--- config.mk ---
export PLATFORM = sky130hd
export DESIGN_NAME = i2c_mem_target
export DESIGN_NICKNAME = d
export VERILOG_FILES = /design/src/rtl/i2cm_pkg.sv /design/src/rtl/i2cm_bus_sense.sv /design/src/rtl/i2cm_mem_bank.sv /design/src/rtl/i2cm_page_buf.sv /design/src/rtl/i2c_mem_target.sv
export SDC_FILE = /design/constraint.sdc
export NUM_CORES = 2
export LEC_CHECK = 0
export ABC_AREA = 1
export CORE_AREA = 5 5 344 600
export DETAILED_ROUTE_END_ITERATION = 8
export DIE_AREA = 0 0 349 605
export DONT_BUFFER_PORTS = 1
export GPL_TIMING_DRIVEN = 0
export PLACE_DENSITY = 0.84
export SKIP_CTS_REPAIR_TIMING = 1
export SYNTH_ARGS = -nofsm -noshare
export SYNTH_HDL_FRONTEND = slang
export SYNTH_HIERARCHICAL = 1
export SYNTH_SLANG_ARGS = --single-unit
--- constraint.sdc ---
create_clock -name clk -period 4 [get_ports clk]
set_input_delay 0 -clock clk [delete_from_list [all_inputs] [get_ports clk]]
set_output_delay 0 -clock clk [all_outputs]
set_load 0.1 [all_outputs]
--- src/rtl/i2cm_pkg.sv ---
package i2cm_pkg;

    typedef enum logic [3:0] {
        ST_IDLE,
        ST_DEV,
        ST_ACK_DEV,
        ST_AHI,
        ST_ACK_AHI,
        ST_ALO,
        ST_ACK_ALO,
        ST_WDAT,
        ST_ACK_WDAT,
        ST_RDAT,
        ST_RACK,
        ST_IGNORE
    } ctl_state_e;

endpackage

--- src/rtl/i2cm_bus_sense.sv ---
module i2cm_bus_sense (
    input  logic clk,
    input  logic rst_n,
    input  logic scl_i,
    input  logic sda_i,
    output logic scl_rise,
    output logic scl_fall,
    output logic ev_start,
    output logic ev_stop,
    output logic sda_s
);
    logic [1:0] scl_m_q, sda_m_q;
    logic       scl_p_q, sda_p_q;

    always_ff @(posedge clk or negedge rst_n) begin
        if (!rst_n) begin
            scl_m_q <= 2'b11;
            sda_m_q <= 2'b11;
            scl_p_q <= 1'b1;
            sda_p_q <= 1'b1;
        end else begin
            scl_m_q <= {scl_m_q[0], scl_i};
            sda_m_q <= {sda_m_q[0], sda_i};
            scl_p_q <= scl_m_q[1];
            sda_p_q <= sda_m_q[1];
        end
    end

    assign sda_s    = sda_m_q[1];
    assign scl_rise = scl_m_q[1] & ~scl_p_q;
    assign scl_fall = ~scl_m_q[1] & scl_p_q;
    assign ev_start = scl_m_q[1] & scl_p_q & sda_p_q & ~sda_m_q[1];
    assign ev_stop  = scl_m_q[1] & scl_p_q & ~sda_p_q & sda_m_q[1];

endmodule

--- src/rtl/i2cm_mem_bank.sv ---
module i2cm_mem_bank #(
    parameter int ADDR_W = 8
) (
    input  logic              clk,
    input  logic              rst_n,
    input  logic              we,
    input  logic [ADDR_W-1:0] waddr,
    input  logic [7:0]        wdata,
    input  logic [ADDR_W-1:0] raddr,
    output logic [7:0]        rdata
);
    localparam int DEPTH = 1 << ADDR_W;

    logic [7:0] cell_q [DEPTH];

    always_ff @(posedge clk or negedge rst_n) begin
        if (!rst_n) begin
            for (int i = 0; i < DEPTH; i++) cell_q[i] <= 8'h00;
        end else if (we) begin
            cell_q[waddr] <= wdata;
        end
    end

    assign rdata = cell_q[raddr];

endmodule

--- src/rtl/i2cm_page_buf.sv ---
module i2cm_page_buf #(
    parameter int PAGE_W = 6
) (
    input  logic              clk,
    input  logic              rst_n,
    input  logic              clr,
    input  logic              wr,
    input  logic [PAGE_W-1:0] widx,
    input  logic [7:0]        wdata,
    input  logic [PAGE_W-1:0] ridx,
    output logic [7:0]        rdata,
    output logic              rvalid,
    output logic              any_valid
);
    localparam int SLOTS = 1 << PAGE_W;

    logic [7:0]       slot_q [SLOTS];
    logic [SLOTS-1:0] vld_q;

    always_ff @(posedge clk or negedge rst_n) begin
        if (!rst_n)   vld_q <= '0;
        else if (clr) vld_q <= '0;
        else if (wr)  vld_q[widx] <= 1'b1;
    end

    always_ff @(posedge clk) begin
        if (wr) slot_q[widx] <= wdata;
    end

    assign rdata     = slot_q[ridx];
    assign rvalid    = vld_q[ridx];
    assign any_valid = |vld_q;

endmodule

--- src/rtl/i2c_mem_target.sv ---
module i2c_mem_target #(
    parameter logic [6:0] DEV_ADDR = 7'h50,
    parameter int         ADDR_W   = 8,
    parameter int         PAGE_W   = 6,
    parameter int         BUSY_CYC = 500
) (
    input  logic clk,
    input  logic rst_n,
    input  logic scl_i,
    input  logic sda_i,
    input  logic wp_i,
    output logic sda_pd_o
);
    import i2cm_pkg::*;

    localparam int BUSY_W = $clog2(BUSY_CYC + 1);
    localparam int HI_W   = ADDR_W - PAGE_W;

    typedef struct packed {
        ctl_state_e        state;
        logic [3:0]        cnt;
        logic [7:0]        sh;
        logic [7:0]        ahi;
        logic [ADDR_W-1:0] ptr;
        logic              rw;
        logic              mack;
        logic              pd;
        logic [BUSY_W-1:0] busy_cnt;
        logic              cact;
        logic [PAGE_W-1:0] cidx;
    } regs_t;

    regs_t q, d;

    logic scl_rise, scl_fall, ev_start, ev_stop, sda_s;
    logic buf_wr, buf_clr, buf_rvalid, buf_any;
    logic [7:0] buf_rdata, mem_rdata;
    logic mem_we;
    logic busy;
    ctl_state_e cur_state;

    i2cm_bus_sense u_sense (
        .clk      (clk),
        .rst_n    (rst_n),
        .scl_i    (scl_i),
        .sda_i    (sda_i),
        .scl_rise (scl_rise),
        .scl_fall (scl_fall),
        .ev_start (ev_start),
        .ev_stop  (ev_stop),
        .sda_s    (sda_s)
    );

    i2cm_page_buf #(.PAGE_W(PAGE_W)) u_pbuf (
        .clk       (clk),
        .rst_n     (rst_n),
        .clr       (buf_clr),
        .wr        (buf_wr),
        .widx      (q.ptr[PAGE_W-1:0]),
        .wdata     (q.sh),
        .ridx      (q.cidx),
        .rdata     (buf_rdata),
        .rvalid    (buf_rvalid),
        .any_valid (buf_any)
    );

    i2cm_mem_bank #(.ADDR_W(ADDR_W)) u_mem (
        .clk   (clk),
        .rst_n (rst_n),
        .we    (mem_we),
        .waddr ({q.ptr[ADDR_W-1:PAGE_W], q.cidx}),
        .wdata (buf_rdata),
        .raddr (q.ptr),
        .rdata (mem_rdata)
    );

    assign busy      = (q.busy_cnt != '0);
    assign cur_state = q.state;
    assign sda_pd_o  = q.pd;

    always_comb begin
        d       = q;
        buf_wr  = 1'b0;
        buf_clr = 1'b0;
        mem_we  = 1'b0;

        if (busy) d.busy_cnt = q.busy_cnt - BUSY_W'(1);

        // walk the page buffer, one slot per clock
        if (q.cact) begin
            mem_we = buf_rvalid;
            d.cidx = q.cidx + PAGE_W'(1);
            if (&q.cidx) begin
                d.cact  = 1'b0;
                buf_clr = 1'b1;
            end
        end

        if (ev_start) begin
            d.state = ST_DEV;
            d.cnt   = 4'd0;
            d.pd    = 1'b0;
            if (!q.cact) buf_clr = 1'b1;
        end else if (ev_stop) begin
            d.state = ST_IDLE;
            d.pd    = 1'b0;
            if (buf_any && !q.cact) begin
                d.cact     = 1'b1;
                d.cidx     = '0;
                d.busy_cnt = BUSY_W'(BUSY_CYC);
            end
        end else if (scl_rise) begin
            case (q.state)
                ST_DEV, ST_AHI, ST_ALO, ST_WDAT: begin
                    d.sh  = {q.sh[6:0], sda_s};
                    d.cnt = q.cnt + 4'd1;
                end
                ST_RACK: d.mack = ~sda_s;
                default: ;
            endcase
        end else if (scl_fall) begin
            case (q.state)
                ST_DEV: begin
                    if (q.cnt == 4'd8) begin
                        if (q.sh[7:1] == DEV_ADDR && !busy) begin
                            d.state = ST_ACK_DEV;
                            d.pd    = 1'b1;
                            d.rw    = q.sh[0];
                        end else begin
                            d.state = ST_IGNORE;
                            d.pd    = 1'b0;
                        end
                    end
                end
                ST_ACK_DEV: begin
                    if (q.rw) begin
                        d.sh    = mem_rdata;
                        d.pd    = ~mem_rdata[7];
                        d.cnt   = 4'd1;
                        d.state = ST_RDAT;
                    end else begin
                        d.pd    = 1'b0;
                        d.cnt   = 4'd0;
                        d.state = ST_AHI;
                    end
                end
                ST_AHI: begin
                    if (q.cnt == 4'd8) begin
                        d.ahi   = q.sh;
                        d.pd    = 1'b1;
                        d.state = ST_ACK_AHI;
                    end
                end
                ST_ACK_AHI: begin
                    d.pd    = 1'b0;
                    d.cnt   = 4'd0;
                    d.state = ST_ALO;
                end
                ST_ALO: begin
                    if (q.cnt == 4'd8) begin
                        d.ptr   = ADDR_W'({q.ahi, q.sh});
                        d.pd    = 1'b1;
                        d.state = ST_ACK_ALO;
                    end
                end
                ST_ACK_ALO: begin
                    d.pd    = 1'b0;
                    d.cnt   = 4'd0;
                    d.state = ST_WDAT;
                end
                ST_WDAT: begin
                    if (q.cnt == 4'd8) begin
                        d.state = ST_ACK_WDAT;
                        if (!wp_i) begin
                            buf_wr = 1'b1;
                            d.pd   = 1'b1;
                            d.ptr  = {q.ptr[ADDR_W-1 -: HI_W],
                                      q.ptr[PAGE_W-1:0] + PAGE_W'(1)};
                        end else begin
                            d.pd = 1'b0;
                        end
                    end
                end
                ST_ACK_WDAT: begin
                    d.pd    = 1'b0;
                    d.cnt   = 4'd0;
                    d.state = ST_WDAT;
                end
                ST_RDAT: begin
                    if (q.cnt == 4'd8) begin
                        d.pd    = 1'b0;
                        d.ptr   = q.ptr + ADDR_W'(1);
                        d.state = ST_RACK;
                    end else begin
                        d.pd  = ~q.sh[3'd7 - q.cnt[2:0]];
                        d.cnt = q.cnt + 4'd1;
                    end
                end
                ST_RACK: begin
                    if (q.mack) begin
                        d.sh    = mem_rdata;
                        d.pd    = ~mem_rdata[7];
                        d.cnt   = 4'd1;
                        d.state = ST_RDAT;
                    end else begin
                        d.pd    = 1'b0;
                        d.state = ST_IGNORE;
                    end
                end
                default: ;
            endcase
        end
    end

    always_ff @(posedge clk or negedge rst_n) begin
        if (!rst_n) q <= '0;
        else        q <= d;
    end

endmodule

==> qor.csv, run 1 <==
metric,value,unit
Log Error,[ERROR GRT-0116] Global routing finished with congestion. Check the congestion regions in the DRC Viewer.,
post-synthesis register bit count,2673,
starting density of the core,59.7,%
dpl hpwl,489,mm
GP Congestion,1.20,
Post-synth EDFFs,512,
synth warn,6,
all-layer global routing usage,70.9,%
last stage reached,5_1_grt,
die height,605,microns
CTS Buffer Depth,4,
root buffer cell,clkbuf_16,
H-tree depth reported by CTS,4,
Horiz. Die Dim,349,microns
Port Buffer Count,0,
syn nets,14208,
clock sink count,2673,
total CTS buffers,237,
asr flop ratio synth,80.8,%
Post-Synthesis Cells,14198,
Placed Instances,16872,
Cell Rows,218,
number of global-route vias before repair,123939,
GRT overflow,150,
"Seq/Total Area, Yosys",58.0,%
Yosys cell types,44,
Syn Std Cell Area,0.120,sq mm
pin count of the biggest net entering global routing,287,
status,did not finish,
predominant post-synthesis flop cell,dfrtp_1,
mean post-synth cell area,8.44,sq um
first-pass GRT wire length,1040,mm
# IOs,6,
==> metrics by stage <==
step	instance area, sq um	setup slack [ns]
after floorplan	120000	1.11
after CTS	132000	-2.46
after detailed placement	124000	-2.40
after global placement	123000	-3.12
==> Yosys cell counts (2+ instances only) <==
cell type	number	area, sq um
dfrtp_1	2155	53900
nor2_1	433	1630
nand3_2	2	20.0
clkinv_1	9	33.8
o21a_1	2	15.0
nand3_1	2548	12800
nand3b_1	2	15.0
edfxtp_1	512	15400
clkbuf_1	611	2290
nor4_1	15	93.8
buf_6	20	225
buf_2	318	1590
ha_1	5	62.6
nand2_1	5109	19200
a21oi_1	153	766
dfstp_2	6	158
a31oi_1	2	12.5
o21ai_0	1932	9670
nor2_2	6	37.5
nor3_1	24	120
xor2_1	3	26.3
o21ai_1	9	45.0
o211ai_1	3	22.5
inv_1	112	420
nand4_1	13	81.3
nor3_4	10	163
inv_2	12	45.0
nand2_2	8	50.1
buf_1	94	353
buf_4	49	368
nor2_4	3	33.8
nor3_2	5	50.1
o22ai_1	2	12.5
==> layer usage <==
metal,overflow,GRT usage (%)
met2,77,90.8
met1,0,69.6
met5,0,18.7
met3,4,48.8
met4,69,77.2
==> cell families after synthesis <==
logic type | count (synthesis) | synth area share, %
DFF | 2673 | 58.0
and+or+nand+nor | 8182 | 28.6
xor gates and xnor gates | 3 | 0.0219
buffers and inverters | 1227 | 4.46
AOI/OAI and AO/OA | 2108 | 8.86
adders and majority gates | 5 | 0.0522
==> run 2, diff against run 1 <==
Settings changed: CORE_AREA 5 5 344 600 to 5 5 554 556, DIE_AREA 0 0 349 605 to 0 0 559 561, PLACE_DENSITY 0.84 to unset, PLACE_DENSITY_LB_ADDON set to 0.15.
==> qor.csv, run 2 <==
metric,value,unit
Placement Cell Area,0.126,sq mm
P_leak,59.9,nW
Post-Route WL,678,mm
Worst-Margin Slew,1.54,ns
worst ir drop on vdd,0.828,mV
"Most flops, register",u_mem/cell_q,
TritonCTS clock tree,built,
cells on worst reg2reg path,12,
Post-synth EDFFs,512,
mean post-synth cell area,8.44,sq um
dpl hpwl,469,mm
Horiz. Die Dim,559,microns
H-tree depth reported by CTS,5,
CP startpoint,q[24],
synth cell count leaders,"5109 x nand2_1, 2548 x nand3_1, 2155 x dfrtp_1, 1932 x o21ai_0, 611 x clkbuf_1",
GR peak layer,met2,
clock period minus final worst setup slack,4.58,ns
first-pass GRT wire length,898,mm
all-layer global routing usage,41.3,%
"CTS clk-pin slew, worst paths",0.06,ns
met1 Usage GRT,53.8,%
RR Startpoint,q[24],
cell taking the most area after synthesis,dfrtp_1,
crit path max fanout,12,
area grow syn2layout,16.5,%
Worst Setup End Kind,flip-flop,
asr flop ratio synth,80.8,%
WP data required,4.91,ns
status,finished with violations,
GP Congestion,1.05,
Peak Freq,218,MHz
Layout Cells excl Fill,18884,
Slew headroom,-2.88,%
Post-DRT Antenna Nets,0,
ranking of synthesized cells by area,"dfrtp_1 45%, nand2_1 16%, edfxtp_1 13%, nand3_1 11%, o21ai_0 8.1%",
nets,14609,
number of global-route vias before repair,103741,
failing checks,"capacitance limit, slew limit, setup timing",
Util after Layout,46.3,%
Regs by FF count,"u_mem/cell_q x2048, u_pbuf/slot_q x512, u_pbuf/vld_q x64",
clk_skew,0.0776,ns
final setup fails,328,
syn nets,14208,
core box area,0.302,sq mm
via count,116348,
Filler cells,30247,
initial antenna violation count,91,
total CTS buffers,309,
routed len/inst,35.9,microns
Yosys cell types,44,
Hold Crit Class,in -> async,
Cell Rows,202,
Post-Synthesis Cells,14198,
post-synthesis register bit count,2673,
max_cap viols,2,
GR Util met2,57.6,%
Critical Path AT,5.49,ns
"Slew Viols, Final",23,
synth warn,6,
share of cells above drive strength 1,11.3,%
setup ws final,-0.582,ns
area of the multi-input gates,0.0457,sq mm
die height,561,microns
"count leader, synth",nand2_1,
r2r endpoint,q[37],
Placed Instances,18207,
Syn Std Cell Area,0.120,sq mm
setup total negative slack,-20.81,ns
GRT overflow,0,
starting density of the core,39.7,%
"Seq/Total Area, Yosys",58.0,%
RSZ-0062 raised after global routing,true,
critical path launch point type,flip-flop,
clock sink count,2673,
flip-flop count of the largest register after layout,2048,
predominant post-synthesis flop cell,dfrtp_1,
die area,0.314,sq mm
DRT iter0 DRCs,19704,
GR Util met3,13.5,%
via density per instance,6.16,
CTS Buffer Depth,4,
"commonest cells after routing, fill and taps aside","4972 x nand2_1, 2538 x nand3_1, 2138 x dfrtp_1",
pin count of the biggest net entering global routing,269,
Port Buffer Count,0,
CP Class,reg -> reg,
root buffer cell,clkbuf_16,
final hold violations,0,
top cell type's share of synthesized area,45.0,%
final period utilization,115,%
DRC,0,
PD cells,710,mW/mm^2
# IOs,6,
"commonest non-fill, non-tap cell in the layout",nand2_1,
finished layout cell area,0.140,sq mm
router iterations before antenna repair,8,
"setup slack, reg-to-reg",-0.58,ns
insertion delay to the later sink of the worst-skew pair,0.99,ns
Power Total,99.1,mW
FF+latch area,0.0695,sq mm
-- run 2: worst max path at each step --
stage | to | slack (ns) | depth (start not counted)
floorplan | u_mem/cell_q[677] | 1.11 | 22
global placement | u_mem/cell_q[631] | -3.49 | 16
detailed placement | u_mem/cell_q[596] | -3.10 | 18
CTS | u_mem/cell_q[596] | -3.20 | 18
global route | sda_pd_o | -0.28 | 18
finish | q[37] | -0.58 | 12
-- run 2: final cells by class --
| cell class | count | share of cell area [%] |
|---|---|---|
| Buffer | 1092 | 4.83 |
| Timing Repair inverter | 1 | 0.00628 |
| Multi-Input combinational cell | 10298 | 32.7 |
| Antenna cell | 62 | 0.111 |
| Sequential cell | 2673 | 49.8 |
| Timing Repair Buffer | 89 | 1.24 |
| Clock buffer | 449 | 6.36 |
| Inverter | 135 | 0.407 |
| Tap cell | 3978 | 3.57 |
| Clock inverter | 107 | 0.943 |
-- run 2: through the flow --
stage / worst slack, ns / hold WS [ns]
after global routing: -0.285 / 0.118
after CTS: -3.20 / -1.29
final: -0.582 / 0.0569
after global placement: -3.49 / 0.00455
after detailed placement: -3.10 / -0.274
after floorplan: 1.11 / -0.296
-- run 2: report_power, final --
| part | leakage (nW) | internal (mW) | switching (mW) | total, mW |
|---|---|---|---|---|
| combinational | 20.1 | 6.86 | 32.4 | 39.2 |
| sequential | 34.8 | 29.4 | 1.44 | 30.9 |
| clock | 4.98 | 16.5 | 12.5 | 29.0 |
| total | 59.9 | 52.8 | 46.3 | 99.1 |
-- run 2: cell families (layout without fill, tap and decap cells) --
family                     Yosys count  after routing  share of synthesized area, %
and+or+nand+nor                   8182           8182                          28.6
other                                0             62                             0
buffers and inverters             1227           1873                          4.46
xor gates and xnor gates             3              3                        0.0219
AOI/OAI and AO/OA                 2108           2108                          8.86
adders and majority gates            5              5                        0.0522
DFF                               2673           2673                          58.0
-- run 2: routing by layer --
layer  wire (microns)  share of wire (%)
met5              401              0.059
met4            61500                9.1
met1           253000                 37
met2           274000                 40
met3            88500                 13
-- run 2: critical path: stages (launching register included) --
cell and delay (ns):
dfrtp_1 0.99, clkbuf_2 0.64, inv_1 0.42, clkbuf_2 0.55, nand3_1 0.38, nand3_2 0.33
nand2_1 0.37, nand2_1 0.18, nand2_2 0.26, nand3_1 0.12, nand2_1 0.08, nand3_1 0.07
nand2_1 0.10
No activity file was read; power rests on OpenSTA's default activity.
